--- config.mk ---
export PLATFORM = sky130hd
export DESIGN_NAME = btb2_lookup
export DESIGN_NICKNAME = d
export VERILOG_FILES = /design/src/rtl/btb2_pkg.sv /design/src/rtl/btb2_table.sv /design/src/rtl/btb2_bubble.sv /design/src/rtl/btb2_lookup.sv
export SDC_FILE = /design/constraint.sdc
export NUM_CORES = 2
export LEC_CHECK = 0
export BUFFER_PORTS_ARGS = -buffer_cell sky130_fd_sc_hd__buf_2
export CORE_ASPECT_RATIO = 1.75
export CORE_MARGIN = 5
export CORE_UTILIZATION = 40
export CTS_BUF_LIST = sky130_fd_sc_hd__clkbuf_2 sky130_fd_sc_hd__clkbuf_4 sky130_fd_sc_hd__clkbuf_8
export CTS_CLUSTER_DIAMETER = 80
export DETAILED_ROUTE_END_ITERATION = 16
export PLACE_DENSITY = 0.62
export SYNTH_ARGS = -nofsm -noshare
export SYNTH_HDL_FRONTEND = slang
export SYNTH_SLANG_ARGS = --single-unit
--- constraint.sdc ---
create_clock -name clk -period 6.35 [get_ports clk]
set_input_delay 0.3175 -clock clk [delete_from_list [all_inputs] [get_ports clk]]
set_output_delay 0.3175 -clock clk [all_outputs]
set_load 0.005 [all_outputs]
--- src/rtl/btb2_pkg.sv ---
package btb2_pkg;

   typedef enum logic [1:0] {
      BR_COND     = 2'd0,
      BR_DIRECT   = 2'd1,
      BR_INDIRECT = 2'd2
   } br_kind_e;

endpackage

--- src/rtl/btb2_table.sv ---
module btb2_table
   import btb2_pkg::*;
#(
   parameter int ADDR_W = 32,
   parameter int DEPTH  = 16,
   parameter int TAG_W  = 8,
   parameter int ALIGN  = 2
) (
   input  logic              clk,
   input  logic              rst_n,
   input  logic [ADDR_W-1:0] rd_pc,
   output logic              rd_hit,
   output logic [ADDR_W-1:0] rd_target,
   output br_kind_e          rd_kind,
   input  logic              wr_en,
   input  logic [ADDR_W-1:0] wr_pc,
   input  logic [ADDR_W-1:0] wr_target,
   input  br_kind_e          wr_kind,
   input  logic              kill_en,
   input  logic [ADDR_W-1:0] kill_pc
);

   localparam int IDX_W = $clog2(DEPTH);

   generate
      if ((1 << IDX_W) != DEPTH) begin : g_bad_depth
         $error("btb2_table: DEPTH must be a power of two");
      end
      if (ALIGN + IDX_W + TAG_W > ADDR_W) begin : g_bad_split
         $error("btb2_table: index and tag exceed the address");
      end
   endgenerate

   function automatic logic [IDX_W-1:0] idx_of(input logic [ADDR_W-1:0] pc);
      return pc[ALIGN +: IDX_W];
   endfunction

   function automatic logic [TAG_W-1:0] tag_of(input logic [ADDR_W-1:0] pc);
      return pc[ALIGN + IDX_W +: TAG_W];
   endfunction

   logic [DEPTH-1:0]  vld_q;
   logic [TAG_W-1:0]  tag_q [DEPTH];
   logic [ADDR_W-1:0] tgt_q [DEPTH];
   br_kind_e          kind_q [DEPTH];

   logic [IDX_W-1:0] ridx, widx, kidx;
   logic             kill_match;
   wire              unused_pc_bits = ^{rd_pc, wr_pc, kill_pc};

   assign ridx = idx_of(rd_pc);
   assign widx = idx_of(wr_pc);
   assign kidx = idx_of(kill_pc);
   assign kill_match = kill_en && vld_q[kidx] && (tag_q[kidx] == tag_of(kill_pc));

   // A write to the same set overrides an invalidation in that cycle.
   always_ff @(posedge clk or negedge rst_n) begin
      if (!rst_n) begin
         vld_q <= '0;
      end else begin
         if (kill_match && !(wr_en && widx == kidx)) vld_q[kidx] <= 1'b0;
         if (wr_en) vld_q[widx] <= 1'b1;
      end
   end

   always_ff @(posedge clk) begin
      if (wr_en) begin
         tag_q[widx]  <= tag_of(wr_pc);
         tgt_q[widx]  <= wr_target;
         kind_q[widx] <= wr_kind;
      end
   end

   assign rd_hit    = vld_q[ridx] && (tag_q[ridx] == tag_of(rd_pc));
   assign rd_target = tgt_q[ridx];
   assign rd_kind   = kind_q[ridx];

   // a written set reads back as valid on the following cycle
   p_write_valid_r11: assert property (@(posedge clk) disable iff (!rst_n)
      wr_en |=> vld_q[$past(widx)]);

endmodule

--- src/rtl/btb2_bubble.sv ---
module btb2_bubble #(
   parameter int PENALTY = 3
) (
   input  logic clk,
   input  logic rst_n,
   input  logic load,
   input  logic cancel,
   output logic stall
);

   generate
      if (PENALTY == 0) begin : g_no_bubble
         wire unused_ctl = ^{clk, rst_n, load, cancel};
         assign stall = 1'b0;
      end else begin : g_counter
         localparam int CNT_W = $clog2(PENALTY + 1);
         logic [CNT_W-1:0] cnt_q;

         always_ff @(posedge clk or negedge rst_n) begin
            if (!rst_n)              cnt_q <= '0;
            else if (cancel)         cnt_q <= '0;
            else if (load)           cnt_q <= CNT_W'(PENALTY);
            else if (cnt_q != '0)    cnt_q <= cnt_q - 1'b1;
         end

         assign stall = (cnt_q != '0);

         // a redirect leaves no bubble behind
         p_cancel_clears_r9: assert property (@(posedge clk) disable iff (!rst_n)
            cancel |=> !stall);
         // no new bubble is started while one is running
         p_load_gated_r8: assert property (@(posedge clk) disable iff (!rst_n)
            load |-> !stall);
      end
   endgenerate

endmodule

--- src/rtl/btb2_lookup.sv ---
module btb2_lookup
   import btb2_pkg::*;
#(
   parameter int ADDR_W   = 32,
   parameter int L1_DEPTH = 16,
   parameter int L2_DEPTH = 64,
   parameter int TAG_W    = 8,
   parameter int ALIGN    = 2,
   parameter int PENALTY  = 3,
   localparam int BUB_W   = (PENALTY > 0) ? $clog2(PENALTY + 1) : 1
) (
   input  logic              clk,
   input  logic              rst_n,
   input  logic              lk_valid,
   input  logic [ADDR_W-1:0] lk_pc,
   input  logic              upd_valid,
   input  logic [ADDR_W-1:0] upd_pc,
   input  logic [ADDR_W-1:0] upd_target,
   input  logic [1:0]        upd_kind,
   input  logic              upd_taken,
   input  logic              upd_redirect,
   input  logic              ovr_valid,
   input  logic [ADDR_W-1:0] ovr_pc,
   input  logic [ADDR_W-1:0] ovr_target,
   input  logic [1:0]        ovr_kind,
   output logic              stall,
   output logic              res_valid,
   output logic              res_taken,
   output logic [ADDR_W-1:0] res_target,
   output logic [BUB_W-1:0]  res_bubbles
);

   generate
      if (L2_DEPTH <= L1_DEPTH) begin : g_bad_levels
         $error("btb2_lookup: second level must be larger than the first");
      end
      if (TAG_W < 1 || ALIGN < 0) begin : g_bad_tag
         $error("btb2_lookup: TAG_W must be at least 1");
      end
   endgenerate

   logic              cancel, accept;
   logic              l1_hit, l2_hit, hit_any, slow, promote;
   logic [ADDR_W-1:0] l1_tgt, l2_tgt, sel_tgt;
   br_kind_e          l1_kind, l2_kind, sel_kind;

   logic              l1_wr_en, l2_wr_en, l2_kill_en;
   logic [ADDR_W-1:0] l1_wr_pc, l1_wr_tgt, l2_wr_pc, l2_wr_tgt;
   br_kind_e          l1_wr_kind, l2_wr_kind;

   assign cancel = upd_redirect | ovr_valid;
   assign accept = lk_valid & ~stall & ~cancel;

   assign hit_any  = l1_hit | l2_hit;
   assign sel_tgt  = l1_hit ? l1_tgt  : l2_tgt;
   assign sel_kind = l1_hit ? l1_kind : l2_kind;
   assign slow     = hit_any & (~l1_hit | (sel_kind == BR_INDIRECT));
   assign promote  = accept & ~l1_hit & l2_hit;

   // Fast table: override first, then promotion; any update drops a stale copy.
   assign l1_wr_en   = ovr_valid | promote;
   assign l1_wr_pc   = ovr_valid ? ovr_pc : lk_pc;
   assign l1_wr_tgt  = ovr_valid ? ovr_target : l2_tgt;
   assign l1_wr_kind = ovr_valid ? br_kind_e'(ovr_kind) : l2_kind;

   // Slow table: override first, then taken updates; not-taken updates remove.
   assign l2_wr_en   = ovr_valid | (upd_valid & upd_taken);
   assign l2_wr_pc   = ovr_valid ? ovr_pc : upd_pc;
   assign l2_wr_tgt  = ovr_valid ? ovr_target : upd_target;
   assign l2_wr_kind = ovr_valid ? br_kind_e'(ovr_kind) : br_kind_e'(upd_kind);
   assign l2_kill_en = upd_valid & ~upd_taken;

   btb2_table #(.ADDR_W(ADDR_W), .DEPTH(L1_DEPTH), .TAG_W(TAG_W), .ALIGN(ALIGN)) u_l1 (
      .clk       (clk),
      .rst_n     (rst_n),
      .rd_pc     (lk_pc),
      .rd_hit    (l1_hit),
      .rd_target (l1_tgt),
      .rd_kind   (l1_kind),
      .wr_en     (l1_wr_en),
      .wr_pc     (l1_wr_pc),
      .wr_target (l1_wr_tgt),
      .wr_kind   (l1_wr_kind),
      .kill_en   (upd_valid),
      .kill_pc   (upd_pc)
   );

   btb2_table #(.ADDR_W(ADDR_W), .DEPTH(L2_DEPTH), .TAG_W(TAG_W), .ALIGN(ALIGN)) u_l2 (
      .clk       (clk),
      .rst_n     (rst_n),
      .rd_pc     (lk_pc),
      .rd_hit    (l2_hit),
      .rd_target (l2_tgt),
      .rd_kind   (l2_kind),
      .wr_en     (l2_wr_en),
      .wr_pc     (l2_wr_pc),
      .wr_target (l2_wr_tgt),
      .wr_kind   (l2_wr_kind),
      .kill_en   (l2_kill_en),
      .kill_pc   (upd_pc)
   );

   btb2_bubble #(.PENALTY(PENALTY)) u_bubble (
      .clk    (clk),
      .rst_n  (rst_n),
      .load   (accept & slow),
      .cancel (cancel),
      .stall  (stall)
   );

   always_ff @(posedge clk or negedge rst_n) begin
      if (!rst_n) begin
         res_valid   <= 1'b0;
         res_taken   <= 1'b0;
         res_target  <= '0;
         res_bubbles <= '0;
      end else begin
         res_valid <= accept;
         if (accept) begin
            res_taken   <= hit_any;
            res_target  <= hit_any ? sel_tgt : '0;
            res_bubbles <= slow ? BUB_W'(PENALTY) : '0;
         end
      end
   end

   // exactly one result per accepted lookup, one cycle later
   p_result_timing_r2: assert property (@(posedge clk) disable iff (!rst_n)
      accept |=> res_valid);
   p_no_spurious_r2: assert property (@(posedge clk) disable iff (!rst_n)
      !accept |=> !res_valid);
   // fast-table hit on a non-indirect branch costs nothing
   p_fast_hit_r3: assert property (@(posedge clk) disable iff (!rst_n)
      (accept && l1_hit && l1_kind != BR_INDIRECT) |=>
         (res_taken && res_bubbles == '0 && !stall));
   // slow-table-only hit pays the full bubble
   p_slow_hit_r4: assert property (@(posedge clk) disable iff (!rst_n)
      (accept && !l1_hit && l2_hit) |=>
         (res_taken && res_bubbles == BUB_W'(PENALTY) && (PENALTY == 0 || stall)));
   // double miss predicts nothing
   p_double_miss_r6: assert property (@(posedge clk) disable iff (!rst_n)
      (accept && !l1_hit && !l2_hit) |=>
         (!res_taken && res_target == '0 && res_bubbles == '0));
   // a stalled cycle yields no result
   p_stall_drops_r8: assert property (@(posedge clk) disable iff (!rst_n)
      stall |=> !res_valid);

endmodule

==> impl_metrics.toml <==
[flow_run]
drv_cap = 0

[setup_path]
crit_start = "u_l2.tag_q[46][5]$_DFFE_PP_"
crit_path_end_kind = "register"
max_stage_delay_ns = 0.59
critPathKind = "register to register"
crit_family = "multiplexers"
start_kind = "register"
crit_buf_inv = 3
arrival_ns = 5.72
timing.rr.start = "u_l2.tag_q[46][5]$_DFFE_PP_"
cp_data_required_time_ns = 7.30
path_cells = "mux4_2 > mux4_2 > mux2i_1 > xnor2_1 > o21ai_0 > o211ai_1 > nor4_4 > buf_4 > buf_4 > a31oi_1 > mux2i_1 > dlygate4sd3_1"
slowest_stage = "dlygate4sd3_1"
crit_fanout = 34

[cts]
cts_setup_buffers = 0
cts.repair.resized = 0
cts_sinks = 3477
cts_tree = "built"
cts_max_level = 5
cts_made_buffers = 451
hold_buffers = 63
clockBufferDepth = 4
cts_root_buffer = "clkbuf_8"
clkTransAtPathRegs_ns = 0.07
clock_latency_ns = 1.11

[power_and_ir_drop]
leakagePower_uw = 0.04977
sequentialPowerShare = 0.565
ir_drop_v = 0.0001647
pwr-share-clk = 0.358
switchingPower_uw = 10570
pwr-share-comb = 0.077
p_per_area_nw_per_um2 = 287.0
p_int_uw = 35260
sw_frac_of_total = 0.2307

[synthesis]
syn-num-nets = 6608
synth_flop_cell = "edfxtp_1"
ys_ff_latch = 3477
synth_seq_area_share = 0.7386
synth_edf_count = 3360
async_flop_share = 0.03365
synth_top_cell_area_share = 0.7178
yosysTopAreaCell = "edfxtp_1"
synth_cells = 6436
synth.avg_cell_area_sq_um = 21.84
yosys.cell_types.count = 67
ys_warn_count = 0
syn-cell-area_sq_um = 140600
synth_area_leaders = "edfxtp_1 (72%), mux4_2 (19%), dfrtp_1 (2.1%)"

[grt]
overflow = 0
grt_max_degree = 113
gr-usage-all-layers = 0.2212
antenna_found_initial = 9
grt_pass1_vias = 76222
grt_first_pass_wirelength_microns = 575500

[final_layout]
postLayoutCellArea_sq_um = 159700
area_delta_synth_final_pct = 13.61
drive_above_1_share = 0.3411
nets = 7237
final_util = 0.4550

[sta]
drv_slew = 0
final_hold_viol_count = 0
report.final.setup_viol = 0
slew_headroom = 0.06804
finClkSkew_ns = 0.09321
worstMarginPinSlew_ns = 1.395
fin_hold_ws_ns = 0.05499
fin_ws_ns = 1.579
fin_crit_ns = 4.771
fmax_mhz = 209.6
tns_ns = 0
grt_setup_unrepaired = "no"
fin_crit_sh = 0.7513

[place]
place.gp.congestion = 0.8796
placed_area_sq_um = 150200
numPortBuffers = 153
place_ws_ns = 0.8452
dp_hpwl_microns = 239600

[drt]
via_count = 72330
drc = 0
drtAntennaViolNets = 0
vias_per_cell = 5.991
wirelength_microns = 410500
wl_per_cell_microns = 34.00
drtIter0Drc = 8280
firstDrtPassIters = 8

[min_path]
hp-start = "ovr_pc[11]"
min_path_type = "input port to register"

[outcome]
status = "completed"

[floorplan]
num_rows = 288
floorplan.initialDensity = 0.4005
die_h_microns = 794.2
ios = 208
coreArea_sq_um = 351000
die_w_microns = 458.1
dieArea_sq_um = 363800
power groups by stage:
stage / Sequential (uW) / Clock [uW] / Combinational [uW]
finish: 25900 / 16400 / 3520
detailed placement: 26400 / 0 / 3480
global placement: 26300 / 0 / 3390
CTS: 25900 / 16700 / 3510
floorplan: 26400 / 0 / 2130
global route: 25900 / 17700 / 3700
layout by cell type (no fill, tap or decap), drive strengths merged, types with 76 or more instances in the layout:
cell type,netlist,layout
mux2i,157,157
nand2,321,321
mux4,1205,1205
o21ai,155,155
buf,173,497
dfrtp,117,117
clkinv,3,214
clkbuf,214,564
nand3,76,76
nor2,162,162
edfxtp,3360,3360
synth_stat cells, drive strengths merged (3+ instances only):
cell     count
a21boi       4
nand3b       3
nor3        23
buf        173
inv         67
a21o        65
and2         6
nor2       162
nand2b      10
o211ai       6
or2          3
nor3b        5
nor2b        9
a22o         3
edfxtp    3360
nand3       76
mux4      1205
o31ai        4
clkbuf     214
a32oi        8
a2111oi      3
nor4         8
nand2      321
xnor2       32
xor2         6
or3          5
nand4       29
a221oi       8
a21oi       31
o21ai      155
o2111ai     17
dfrtp      117
mux2        14
a31oi        5
a211oi       9
clkinv       3
a22oi       72
mux2i      157
o22ai        9
nor4b        3
cells by family after synthesis:
family | after synthesis | synth area share
AO/OA/AOI/OAI | 420 | 0.01957
multiplexers | 1376 | 0.2054
flip-flops | 3477 | 0.7386
adder cells (fa/ha/maj) | 1 | 0.00008900
AND/OR/NAND/NOR | 667 | 0.02065
XOR/XNOR | 38 | 0.002368
buffers and inverters | 457 | 0.01332
layer usage:
metal	routed length, microns	track usage	vias up
met5	13	0	-
met4	21510	0.09993	2
met3	30730	0.03629	969
met2	218700	0.4002	3731
met1	139600	0.2581	39043
li1	-	-	28585
area by class of cell:
| type | count | area (sq um) |
|---|---|---|
| flip-flops and latches | 3477 | 103800 |
| fillers | 29194 | 191300 |
| inverters | 70 | 271.5 |
| well taps | 4640 | 5806 |
| clock inverters | 249 | 1635 |
| clock buffers | 563 | 7098 |
| repair buffers | 563 | 5061 |
| multi-input cells | 2502 | 35970 |
| diodes | 10 | 25.02 |
through the flow:
| stage | instances | power [uW] |
|---|---|---|
| floorplan | 6436 | 28520 |
| global placement | 11184 | 29740 |
| detailed placement | 11184 | 29860 |
| CTS | 12059 | 46110 |
| finish | 12074 | 45830 |
| global route | 12068 | 47280 |
worst register-to-register path, cell delays in order (launching register included):
cell           delay [ns]
edfxtp_1             0.41
mux4_2               0.49
mux4_2               0.49
mux2i_1              0.40
xnor2_1              0.10
o21ai_0              0.30
o211ai_1             0.20
nor4_4               0.23
buf_4                0.34
buf_4                0.55
a31oi_1              0.35
mux2i_1              0.17
dlygate4sd3_1        0.59
flip-flops by register name, indices dropped and copies added, names as in the netlist:
register and count:
u_l1.tgt_q 512, u_l2.kind_q 128, u_l2.tgt_q 2048, res_valid 1, res_bubbles 1, u_l1.kind_q 32, u_l1.tag_q 128, u_l1.vld_q 16
res_target 32, u_bubble.g_counter.cnt_q 2, u_l2.tag_q 512, u_l2.vld_q 64, res_taken 1
path summary, 6_finish.rpt:
| kind | endpoint | slack [ns] | depth (start not counted) |
|---|---|---|---|
| worst min register to register | res_target[23]$_DFFE_PN0P_ | 0.48 | 2 |
| max in group asynchronous | u_l2.vld_q[15]$_DFF_PN0_ | 4.88 | 4 |
| worst max register to register | u_bubble.g_counter.cnt_q[1]$_DFFE_PN0P_ | 1.58 | 12 |
| min in group asynchronous | res_target[29]$_DFFE_PN0P_ | 0.34 | 4 |
| worst min-delay path | u_l2.tag_q[34][3]$_DFFE_PP_ | 0.05 | 4 |
| worst max-delay path | u_bubble.g_counter.cnt_q[1]$_DFFE_PN0P_ | 1.58 | 12 |
No activity file was read; power rests on OpenSTA's default activity.
